### src/rtl/rtc_alarm_pkg.sv
package rtc_alarm_pkg;

   typedef enum logic [2:0] {
      SEL_ALARM_LO = 3'd0,
      SEL_ALARM_HI = 3'd1,
      SEL_MASK_LO  = 3'd2,
      SEL_MASK_HI  = 3'd3,
      SEL_MODE     = 3'd4,
      SEL_CTRL     = 3'd5
   } reg_sel_e;

   // mode word bit positions
   localparam int MODE_CAL_BIT      = 0;
   localparam int MODE_WAKE_BIT     = 1;
   localparam int MODE_PERIODIC_BIT = 2;
   localparam int MODE_CONT_BIT     = 3;
   localparam int MODE_W            = 4;

   // control command bit positions (write-one)
   localparam int CTRL_ARM_BIT      = 2;
   localparam int CTRL_DISARM_BIT   = 3;
   localparam int CTRL_WCLR_BIT     = 8;

   typedef struct packed {
      logic cont;
      logic periodic;
      logic wake_en;
      logic cal;
   } mode_t;

endpackage

### src/rtl/rtc_alarm_regs.sv
module rtc_alarm_regs
   import rtc_alarm_pkg::*;
#(
   parameter int WORD_W = 32,
   localparam int DW    = 2 * WORD_W
) (
   input  logic              clk,
   input  logic              rst_n,
   input  logic              wr_en,
   input  logic [2:0]        wr_sel,
   input  logic [WORD_W-1:0] wr_data,
   output logic [DW-1:0]     alarm_q,
   output logic [DW-1:0]     mask_q,
   output mode_t             mode_q,
   output logic              armed_q,
   output logic              wake_clr
);

   logic ctrl_wr;
   logic cfg_open;

   assign ctrl_wr  = wr_en && (reg_sel_e'(wr_sel) == SEL_CTRL);
   assign wake_clr = ctrl_wr && wr_data[CTRL_WCLR_BIT];
   assign cfg_open = wr_en && !armed_q;

   // alarm and mask words are locked while armed
   always_ff @(posedge clk or negedge rst_n) begin
      if (!rst_n) begin
         alarm_q <= '0;
         mask_q  <= '0;
      end else if (cfg_open) begin
         case (reg_sel_e'(wr_sel))
            SEL_ALARM_LO: alarm_q[WORD_W-1:0]  <= wr_data;
            SEL_ALARM_HI: alarm_q[DW-1:WORD_W] <= wr_data;
            SEL_MASK_LO:  mask_q[WORD_W-1:0]   <= wr_data;
            SEL_MASK_HI:  mask_q[DW-1:WORD_W]  <= wr_data;
            default: ;
         endcase
      end
   end

   always_ff @(posedge clk or negedge rst_n) begin
      if (!rst_n) begin
         mode_q <= '0;
      end else if (wr_en && (reg_sel_e'(wr_sel) == SEL_MODE)) begin
         mode_q <= mode_t'(wr_data[MODE_W-1:0]);
      end
   end

   // disarm has priority over arm
   always_ff @(posedge clk or negedge rst_n) begin
      if (!rst_n) begin
         armed_q <= 1'b0;
      end else if (ctrl_wr && wr_data[CTRL_DISARM_BIT]) begin
         armed_q <= 1'b0;
      end else if (ctrl_wr && wr_data[CTRL_ARM_BIT]) begin
         armed_q <= 1'b1;
      end
   end

endmodule

### src/rtl/rtc_alarm_cmp.sv
module rtc_alarm_cmp #(
   parameter int LANE_W       = 8,
   parameter int LANES        = 8,
   parameter bit FULL_IN_BIN  = 1'b1,
   localparam int DW          = LANE_W * LANES
) (
   input  logic [DW-1:0] count,
   input  logic [DW-1:0] alarm,
   input  logic [DW-1:0] mask,
   input  logic          cal_mode,
   output logic          match
);

   logic [DW-1:0]    eff_mask;
   logic [LANES-1:0] lane_ok;

   generate
      if (FULL_IN_BIN) begin : g_force
         assign eff_mask = cal_mode ? mask : {DW{1'b1}};
      end else begin : g_raw
         assign eff_mask = mask;
      end
   endgenerate

   for (genvar i = 0; i < LANES; i++) begin : g_lane
      logic [LANE_W-1:0] diff;
      assign diff       = count[i*LANE_W +: LANE_W] ^ alarm[i*LANE_W +: LANE_W];
      assign lane_ok[i] = ((diff & eff_mask[i*LANE_W +: LANE_W]) == '0);
   end

   assign match = &lane_ok;

endmodule

### src/rtl/rtc_alarm_wake.sv
module rtc_alarm_wake (
   input  logic clk,
   input  logic rst_n,
   input  logic match,
   input  logic armed,
   input  logic wake_en,
   input  logic periodic,
   input  logic cont,
   input  logic cal_mode,
   input  logic wake_clr,
   output logic hit,
   output logic wakeup,
   output logic counter_reset,
   output logic counter_hold
);

   logic match_prev;

   assign hit = match && !match_prev;

   always_ff @(posedge clk or negedge rst_n) begin
      if (!rst_n) begin
         match_prev <= 1'b0;
      end else begin
         match_prev <= match;
      end
   end

   // a new event has priority over the clear command
   always_ff @(posedge clk or negedge rst_n) begin
      if (!rst_n) begin
         wakeup <= 1'b0;
      end else if (hit && armed && wake_en) begin
         wakeup <= 1'b1;
      end else if (wake_clr) begin
         wakeup <= 1'b0;
      end
   end

   always_ff @(posedge clk or negedge rst_n) begin
      if (!rst_n) begin
         counter_reset <= 1'b0;
      end else begin
         counter_reset <= hit && armed && periodic && !cal_mode;
      end
   end

   assign counter_hold = wakeup && !cont;

endmodule

### src/rtl/rtc_alarm_match.sv
module rtc_alarm_match
   import rtc_alarm_pkg::*;
#(
   parameter int LANE_W         = 8,
   parameter int LANES_PER_WORD = 4,
   parameter bit FULL_IN_BIN    = 1'b1,
   localparam int WORD_W        = LANE_W * LANES_PER_WORD,
   localparam int DW            = 2 * WORD_W
) (
   input  logic              clk,
   input  logic              rst_n,
   input  logic [WORD_W-1:0] count_lo,
   input  logic [WORD_W-1:0] count_hi,
   input  logic              wr_en,
   input  logic [2:0]        wr_sel,
   input  logic [WORD_W-1:0] wr_data,
   output logic              wakeup,
   output logic              counter_reset,
   output logic              counter_hold,
   output logic              alarm_armed
);

   generate
      if (LANE_W < 1) begin : g_bad_lane
         $error("LANE_W must be at least 1");
      end
      if (WORD_W <= CTRL_WCLR_BIT) begin : g_bad_word
         $error("word too narrow for the control command bits");
      end
   endgenerate

   logic [DW-1:0] alarm_q;
   logic [DW-1:0] mask_q;
   mode_t         mode_q;
   logic          armed_q;
   logic          wake_clr;
   logic          match;
   logic          hit;

   rtc_alarm_regs #(.WORD_W(WORD_W)) u_regs (
      .clk      (clk),
      .rst_n    (rst_n),
      .wr_en    (wr_en),
      .wr_sel   (wr_sel),
      .wr_data  (wr_data),
      .alarm_q  (alarm_q),
      .mask_q   (mask_q),
      .mode_q   (mode_q),
      .armed_q  (armed_q),
      .wake_clr (wake_clr)
   );

   rtc_alarm_cmp #(
      .LANE_W      (LANE_W),
      .LANES       (2 * LANES_PER_WORD),
      .FULL_IN_BIN (FULL_IN_BIN)
   ) u_cmp (
      .count    ({count_hi, count_lo}),
      .alarm    (alarm_q),
      .mask     (mask_q),
      .cal_mode (mode_q.cal),
      .match    (match)
   );

   rtc_alarm_wake u_wake (
      .clk           (clk),
      .rst_n         (rst_n),
      .match         (match),
      .armed         (armed_q),
      .wake_en       (mode_q.wake_en),
      .periodic      (mode_q.periodic),
      .cont          (mode_q.cont),
      .cal_mode      (mode_q.cal),
      .wake_clr      (wake_clr),
      .hit           (hit),
      .wakeup        (wakeup),
      .counter_reset (counter_reset),
      .counter_hold  (counter_hold)
   );

   assign alarm_armed = armed_q;

endmodule

### config.mk
export PLATFORM = sky130hd
export DESIGN_NAME = rtc_alarm_match
export DESIGN_NICKNAME = d
export VERILOG_FILES = /design/src/rtl/rtc_alarm_pkg.sv /design/src/rtl/rtc_alarm_regs.sv /design/src/rtl/rtc_alarm_cmp.sv /design/src/rtl/rtc_alarm_wake.sv /design/src/rtl/rtc_alarm_match.sv
export SDC_FILE = /design/constraint.sdc
export NUM_CORES = 1
export LEC_CHECK = 0
export BUFFER_PORTS_ARGS = -buffer_cell sky130_fd_sc_hd__buf_2
export CORE_AREA = 4 4 99 138
export CTS_CLUSTER_DIAMETER = 100
export DETAILED_ROUTE_END_ITERATION = 10
export DIE_AREA = 0 0 103 142
export GPL_ROUTABILITY_DRIVEN = 0
export GPL_TIMING_DRIVEN = 0
export PLACE_DENSITY = 0.83
export SLEW_MARGIN = 20
export SYNTH_ARGS = -nofsm -noshare
export SYNTH_HDL_FRONTEND = slang
export SYNTH_SLANG_ARGS = --single-unit
### constraint.sdc
create_clock -name clk -period 2.2 [get_ports clk]
set_input_delay 0.11 -clock clk [delete_from_list [all_inputs] [get_ports clk]]
set_output_delay 0.11 -clock clk [all_outputs]
set_load 0.03 [all_outputs]
# Yosys cells after proc, flatten, opt, wreduce, memory -nomap -nowiden
# Cells that the tools add are included.
# op_classes
n_eq_ne	5
mux	5
bitwise	16
reduce_logical	32
# ops
cell	n
$and 8x8->8	8
$logic_not 8->1	8
$mux 64	1
$xor 8x8->8	8
$logic_and 1x1->1	12
$reduce_and 2->1	4
$reduce_and 8->1	1
$eq 3x2->1 const B	2
$eq 3x3->1 const B	2
$logic_not 1->1	4
$mux 1	4
$reduce_bool 2->1	2
$eq 3x1->1 const B	1
$logic_not 3->1	1
# totals
reg_bits	136
inputBits	102
out_inout_bits	4
word_cells	70

# Depth between registers and ports, before layout
# Gate-level depths: netlist of the first run.
# depth
word_depth	8
mapped_depth	6
depth_no_buf	6

# Hierarchy
# Synthesis of the first run repeated with hierarchy kept, for this count alone.
# unflattened
cells_unflattened	453
area_unflattened_um2	6206.0
# by_module_without_submodules
mod	n_inst	cells_each	area_per_inst_um2	seq_area_each_um2
rtc_alarm_regs	1	290	4976.0	3328.2
rtc_alarm_cmp	1	155	1111.1	0.0
rtc_alarm_wake	1	8	118.9	75.1

# Least setup slack after synthesis of the first run
# Ideal clock, no wire load.
# synth_timing
kind	register to register
start	reg u_regs.armed_q
end	reg u_regs.mask_q[34]
setup_time_ns	0.125
t_arrival_ns	1.559
required_time_ns	2.075
path_slack_ns	0.516
path_stages_with_launch	4
n_path_buf	1
synth_period_minus_slack_ns	1.684
cell_sequence	dfrtp_1 nor3b_1 buf_2 mux2_2
# synth_via
elab_chain_len	3
# synth_lines
item	line_no	source
start, declared	rtc_alarm_regs.sv:15	output logic armed_q,
start signal, assigned	rtc_alarm_regs.sv:53	armed_q <= 1'b0;
start signal, assigned	rtc_alarm_regs.sv:55	armed_q <= 1'b0;
start signal, assigned	rtc_alarm_regs.sv:57	armed_q <= 1'b1;
$logic_not 1->1	rtc_alarm_regs.sv:24	assign cfg_open = wr_en && !armed_q;
$logic_and 1x1->1	rtc_alarm_regs.sv:24	
$reduce_and 2->1 (no source line)	-	
end signal, assigned by index	rtc_alarm_regs.sv:35	SEL_MASK_LO: mask_q[WORD_W-1:0] <= wr_data;
end signal, assigned by index	rtc_alarm_regs.sv:36	SEL_MASK_HI: mask_q[DW-1:WORD_W] <= wr_data;
end, declared	rtc_alarm_regs.sv:13	output logic [DW-1:0] mask_q,
# No other way between the ends.
# A chain may end at the register's enable or synchronous reset.

# Final worst setup path of the first run
# layout_timing
start	reg, netlist name u_regs.mode_q[0]
end	reg u_wake.counter_reset
# layout_via
elab_chain_len	8
elab_cells_between_ends	23
classes_between	mux (1); bitwise (8); reduce/logical (14)
# layout_lines
item	line_no	source
$mux 64	rtc_alarm_cmp.sv:19	assign eff_mask = cal_mode ? mask : {DW{1'b1}};
$and 8x8->8	rtc_alarm_cmp.sv:28	assign lane_ok[i] = ((diff & eff_mask[i*LANE_W +: LANE_W]) == '0);
$logic_not 8->1	rtc_alarm_cmp.sv:28	
$reduce_and 8->1	rtc_alarm_cmp.sv:31	assign match = &lane_ok;
$logic_and 1x1->1	rtc_alarm_wake.sv:19	assign hit = match && !match_prev;
$logic_and 1x1->1 (2 in series)	rtc_alarm_wake.sv:44	counter_reset <= hit && armed && periodic && !cal_mode;
$logic_and 1x1->1 (*)	rtc_alarm_wake.sv:44	
end signal, assigned	rtc_alarm_wake.sv:44	
end, declared	rtc_alarm_wake.sv:13	output logic counter_reset,
# Every way passes the cells marked *; elsewhere a longest branch is shown, timed or not.

==> results of run 1 <==
cells in the mapped netlist (all sizes together) (3+ instances only):
master,n
nor3,4
a21oi,3
xor2,64
a22oi,28
nand3,3
dfrtp,136
or2b,5
clkbuf,3
nand4,9
nand2,8
o21ai,9
buf,10
nor4,13
mux2,132
nand3b,3
nor2,3
metal layers:
| metal | vias to the layer above | global-route usage [%] | wire [um] | share of wire (%) |
|---|---|---|---|---|
| met2 | 182 | 38.28 | 8337 | 52 |
| met3 | 40 | 5.591 | 963 | 6.0 |
| li1 | 1922 | - | - | - |
| met5 | - | 0 | 0 | 0 |
| met4 | 0 | 10.85 | 656 | 4.1 |
| met1 | 2158 | 26.54 | 5983 | 38 |
power by group through the flow:
stage	combinational (uW)	sequential (uW)	clock, uW
floorplan	1060	3420	0
global placement	1510	3480	0
detailed placement	1570	3530	0
CTS	1650	3500	3030
global route	1790	3570	3130
finish	1660	3500	3010
critical path: cells and delay by family (launching register included):
kind / cells / cell delay [ns]
AND/OR/NAND/NOR: 4 / 0.91
buffers and inverters: 2 / 0.38
AO/OA/AOI/OAI: 1 / 0.22
flip-flops: 1 / 0.47
logic make-up after synthesis:
kind of cell | after synthesis | synth area share (%)
compound gates | 41 | 4.615
buf+inv | 14 | 0.9801
xor+xnor | 64 | 9.148
simple gates | 55 | 5.452
mux | 132 | 24.26
flops | 136 | 55.54
final cells by class:
cell class / instances / area [um2]
clock inverters: 11 / 172.7
fillers: 899 / 4578
multi-input cells: 292 / 2670
inverters: 1 / 7.507
flip-flops and latches: 136 / 3405
clock buffers: 20 / 456.7
repair buffers: 134 / 838.3
well taps: 150 / 187.7
plain buffers: 13 / 56.30
final timing paths:
path / end / from / depth (start not counted) / slack (ns)
min reg2reg: u_regs.mode_q[2] / u_regs.mode_q[2] / 1 / 0.50
min in group asynchronous: u_regs.alarm_q[20] / rst_n / 2 / 0.24
max: u_wake.counter_reset / u_regs.mode_q[0] / 7 / 0.11
max in group asynchronous: u_regs.mask_q[56] / rst_n / 3 / 1.25
min: u_regs.mask_q[22] / wr_data[22] / 2 / 0.02
max reg2reg: u_wake.counter_reset / u_regs.mode_q[0] / 7 / 0.11
per-stage QoR:
step | instances | util (%) | hold slack (ns) | setup TNS, ns
finish | 757 | 63.00 | 0.01507 | 0
detailed placement | 698 | 55.59 | 0.1055 | -0.04744
CTS | 757 | 62.94 | 0.005267 | 0
floorplan | 442 | - | -0.1856 | 0
global route | 757 | 63.00 | 0.006806 | 0
global placement | 697 | 55.29 | 0.3846 | -89.99
timing repair:
action / 4_1_cts / 5_1_grt
setup buffers: 2 / 0
hold buffers: 26 / 0
resized for setup: 2 / 1
pin swaps: 0 / 1
setup endpoints to repair: 2 / 2
hold endpoints to repair: 160 / 0
flip-flops by register name, indices dropped and copies added, names as in the netlist:
signal                flops
u_wake.wakeup             1
u_regs.mask_q            64
u_regs.alarm_q           64
u_regs.armed_q            1
u_regs.mode_q             4
u_wake.counter_reset      1
u_wake.match_prev         1
==> results.py, run 1 <==
metrics = {
    "clock_network": {
        "cts_tree": "yes",
        "cts_max_level": 4,
        "root_buffer": "clkbuf_16",
        "clk_pin_slew_ns": 0.06,
        "clock_sinks": 136,
        "cts_max_path_buffers": 2,
        "cts_buffers": 17,
        "clock_latency_ns": 0.42,
    },
    "floorplanning": {
        "die-height_um": 142,
        "num_io_pins": 106,
        "num_rows": 48,
        "initial_core_util_pct": 49.52,
        "dieArea_um2": 14630,
        "dieWidth_um": 103,
        "coreArea_um2": 12370,
    },
    "timing": {
        "max_freq_mhz": 478.4,
        "rsz0062_at_grt": "false",
        "final_max_slew_viol_count": 0,
        "finalCritPeriodShare_pct": 95.01,
        "post-route-worst-setup-slack_ns": 0.1099,
        "finalHoldViolations": 0,
        "post-route-min-period_ns": 2.090,
        "max_slew_margin_pct": 44.72,
        "finalSetupViolCount": 0,
        "worst_pin_slew_ns": 0.8181,
        "finalClockSkew_ns": 0.006491,
    },
    "setup_path": {
        "arrival_ns": 2.41,
        "crit_fanout": 9,
        "path_cells": "clkinvlp_4, buf_4, o21ai_0, nand3_1, nor3_1, nand4_1, nor3_1",
        "cpMostUsedCell": "nor3_1",
        "worstPathRequired_ns": 2.52,
        "worst_setup_path_end_kind": "flop",
        "criticalPathCategory": "flop to flop",
        "start_kind": "flop",
        "critPathMaxStageDelay_ns": 0.47,
        "crit_slowest_cell": "dfrtp_2",
    },
    "route": {
        "post_drt_wl_per_cell_um": 21.06,
        "drc": 0,
        "via_per_inst": 5.683,
        "drt-pass1-iter-count": 5,
        "drt-initial-drc-count": 230,
        "wirelength_um": 15940,
        "final_antenna_net_count": 0,
        "vias": 4302,
    },
    "logic_synthesis": {
        "yosysSeqAreaShare_pct": 55.54,
        "syn_area_um2": 6127,
        "synth_edf_count": 0,
        "yosys.area.top_type_share_pct": 55.54,
        "yosysWarningCount": 0,
        "netlist_instances": 442,
        "syn_nets": 544,
        "synth_ff_type": "dfrtp_1",
        "synth_cell_types": 27,
        "synthTopCellsByArea": "dfrtp_1, mux2_2, xor2_1",
        "synth_area_per_cell_um2": 13.86,
        "synthArstFlopShare_pct": 100.0,
        "synth_largest_area_cell": "dfrtp_1",
        "synth-seq-cells": 136,
    },
    "global_route": {
        "grt_pass1_wl_um": 24400,
        "grtUsageTotal_pct": 22.61,
        "grt_pass1_vias": 4703,
        "grt_max_degree": 72,
        "overflow": 0,
        "antenna_found_initial": 0,
    },
    "power": {
        "cell_internal_pwr_uw": 5933,
        "power_uw": 8176,
        "comb_power_share_pct": 20.3,
        "irDropWorstVdd_mv": 0.5688,
        "p_seq_share_pct": 42.9,
        "switching_share_pct": 27.43,
        "p_leak_uw": 0.003542,
        "p_clk_share_pct": 36.8,
        "p_sw_uw": 2243,
        "power.density_nw_per_um2": 1049,
    },
    "placed_design": {
        "dp_hpwl_um": 11720,
        "port-buffer-count": 105,
        "dpl-instance-area_um2": 6878,
        "place_ws_ns": -0.02893,
    },
    "cells_and_area": {
        "mostFrequentLayoutCell": "dfrtp_1",
        "synthToLayoutAreaGrowth_pct": 27.20,
        "fin_area_um2": 7794,
        "final_nets": 697,
        "n_antenna_cell": 0,
        "final_cell_mix": "dfrtp_1, mux2_2, buf_2",
        "drive_above_1_share_pct": 45.96,
    },
    "run": {
        "drv_cap": 0,
    },
    "run_status": {
        "outcome": "completed",
    },
    "hold_path": {
        "hold_path.class": "primary input to flop",
    },
}
No activity file was read; power rests on OpenSTA's default activity.
==> run 2, diff against run 1 <==
--- a/config.mk
+++ b/config.mk
@@ -13,6 +13,7 @@
 export GPL_ROUTABILITY_DRIVEN = 0
 export GPL_TIMING_DRIVEN = 0
 export PLACE_DENSITY = 0.83
+export SETUP_SLACK_MARGIN = 0.5
 export SLEW_MARGIN = 20
 export SYNTH_ARGS = -nofsm -noshare
 export SYNTH_HDL_FRONTEND = slang
==> results.py, run 2 (synthesized netlist as in run 1, its figures left out) <==
metrics = {
    "power": {
        "irDropWorstVdd_mv": 0.5781,
        "switching_share_pct": 27.84,
        "power.density_nw_per_um2": 1048,
        "p_clk_share_pct": 36.4,
        "comb_power_share_pct": 21.1,
        "cell_internal_pwr_uw": 5976,
        "p_sw_uw": 2306,
        "p_seq_share_pct": 42.5,
        "p_leak_uw": 0.003591,
    },
    "setup_path": {
        "worstPathRequired_ns": 2.53,
        "arrival_ns": 2.35,
        "crit_slowest_cell": "dfrtp_2",
        "worst_setup_path_end_kind": "flop",
        "start_kind": "flop",
        "crit_fanout": 7,
        "criticalPathCategory": "flop to flop",
        "critPathMaxStageDelay_ns": 0.45,
        "cpMostUsedCell": "nand4_1",
        "path_cells": "clkinvlp_4, o21ai_2, nand4_1, nor4_2, nand4_1, o31ai_1",
    },
    "timing": {
        "finalCritPeriodShare_pct": 91.84,
        "finalClockSkew_ns": 0.007514,
        "post-route-worst-setup-slack_ns": 0.1795,
        "finalSetupViolCount": 0,
        "finalHoldViolations": 0,
        "rsz0062_at_grt": "true",
        "final_max_slew_viol_count": 0,
        "max_slew_margin_pct": 43.80,
        "max_freq_mhz": 494.9,
        "post-route-min-period_ns": 2.020,
        "worst_pin_slew_ns": 0.8317,
    },
    "clock_network": {
        "clock_latency_ns": 0.43,
        "cts_buffers": 17,
        "clk_pin_slew_ns": 0.06,
        "root_buffer": "clkbuf_16",
        "cts_max_level": 4,
        "cts_tree": "yes",
        "clock_sinks": 136,
        "cts_max_path_buffers": 2,
    },
    "placed_design": {
        "dp_cells": 698,
        "dpl-instance-area_um2": 6878,
        "dp_hpwl_um": 11720,
        "place_ws_ns": -0.02893,
        "port-buffer-count": 105,
    },
    "cells_and_area": {
        "final_cell_mix": "dfrtp_1, mux2_2, buf_2",
        "drive_above_1_share_pct": 48.94,
        "fillers": 871,
        "finalNonFillerCells": 761,
        "top_regs": "u_regs.alarm_q x64, u_regs.mask_q x64, u_regs.mode_q x4",
        "final_nets": 701,
        "n_antenna_cell": 0,
        "synthToLayoutAreaGrowth_pct": 29.00,
        "fin_area_um2": 7904,
        "finish.utilization_pct": 63.89,
        "mostFrequentLayoutCell": "dfrtp_1",
    },
    "route": {
        "drc": 0,
        "drt-pass1-iter-count": 5,
        "via_per_inst": 5.736,
        "drt-initial-drc-count": 243,
        "vias": 4365,
        "final_antenna_net_count": 0,
        "post_drt_wl_per_cell_um": 21.47,
        "wirelength_um": 16340,
    },
    "floorplanning": {
        "initial_core_util_pct": 49.52,
        "num_rows": 48,
        "dieArea_um2": 14630,
        "dieWidth_um": 103,
        "coreArea_um2": 12370,
        "num_io_pins": 106,
        "die-height_um": 142,
    },
    "global_route": {
        "grt_pass1_wl_um": 24920,
        "grt_pass1_vias": 4785,
        "grtUsageTotal_pct": 23.09,
        "antenna_found_initial": 0,
        "grt_max_degree": 72,
        "overflow": 0,
    },
    "run_status": {
        "outcome": "completed",
    },
    "run": {
        "drv_cap": 0,
    },
    "hold_path": {
        "hold_path.class": "primary input to flop",
    },
}
## run 2: routing by layer
| metal | GRT usage [%] | part of all wire (%) | vias to the layer above |
|---|---|---|---|
| li1 | - | - | 1923 |
| met1 | 26.77 | 37 | 2203 |
| met2 | 39.13 | 52 | 180 |
| met3 | 5.738 | 5.9 | 59 |
| met4 | 11.66 | 5.0 | 0 |
| met5 | 0 | 0 | - |
## run 2: what timing repair did
item,CTS,global route
gates resized for setup,30,8
endpoints found under the hold margin,160,0
setup buffers,6,0
setup endpoints to repair,123,43
hold buffers,26,0
pin swaps,6,2
## run 2: final timing paths
kind / start / endpoint / slack (ns) / cells after the start
worst max-delay path: u_regs.mode_q[0] / u_wake.wakeup / 0.18 / 6
worst min-delay path: wr_data[0] / u_regs.mask_q[32] / 0.008 / 2
worst max register to register: u_regs.mode_q[0] / u_wake.wakeup / 0.18 / 6
worst min register to register: u_regs.mask_q[10] / u_regs.mask_q[10] / 0.50 / 1
max in group asynchronous: rst_n / u_regs.alarm_q[4] / 1.26 / 3
min in group asynchronous: rst_n / u_regs.alarm_q[20] / 0.24 / 2
## run 2: cell type report
class                      instances  area (um2)  share of cell area (%)
timing repair buffer             138       875.8                   11.08
clock buffer                      20       456.7                   5.778
clock inverter                    11       172.7                   2.185
sequential                       136        3405                   43.07
inverter                           1       7.507                 0.09498
multi-input combinational        292        2719                   34.40
buffer                            13       80.08                   1.013
tap                              150       187.7                   2.375
## run 2: power by group through the flow
stage                     logic (uW)  clock network, uW  registers (uW)
after global routing            1880               3140            3580
final                           1750               3020            3520
after CTS                       1720               3030            3500
after floorplan                 1060                  0            3420
after detailed placement        1570                  0            3530
after global placement          1510                  0            3480
## run 2: through the flow
| step | setup TNS, ns | total power, uW | hold slack (ns) |
|---|---|---|---|
| after floorplan | 0 | 4485 | -0.1856 |
| after global placement | -89.99 | 4990 | 0.3846 |
| after detailed placement | -0.04744 | 5103 | 0.1055 |
| after CTS | 0 | 8250 | 0.005261 |
| after global routing | 0 | 8592 | 0.006841 |
| final | 0 | 8282 | 0.008106 |
## run 2: worst max-delay path, delay by kind of cell (launching register included)
family | cells | cell delay (ns)
compound gates | 2 | 0.45
flops | 1 | 0.45
simple gates | 3 | 0.78
buf+inv | 1 | 0.23
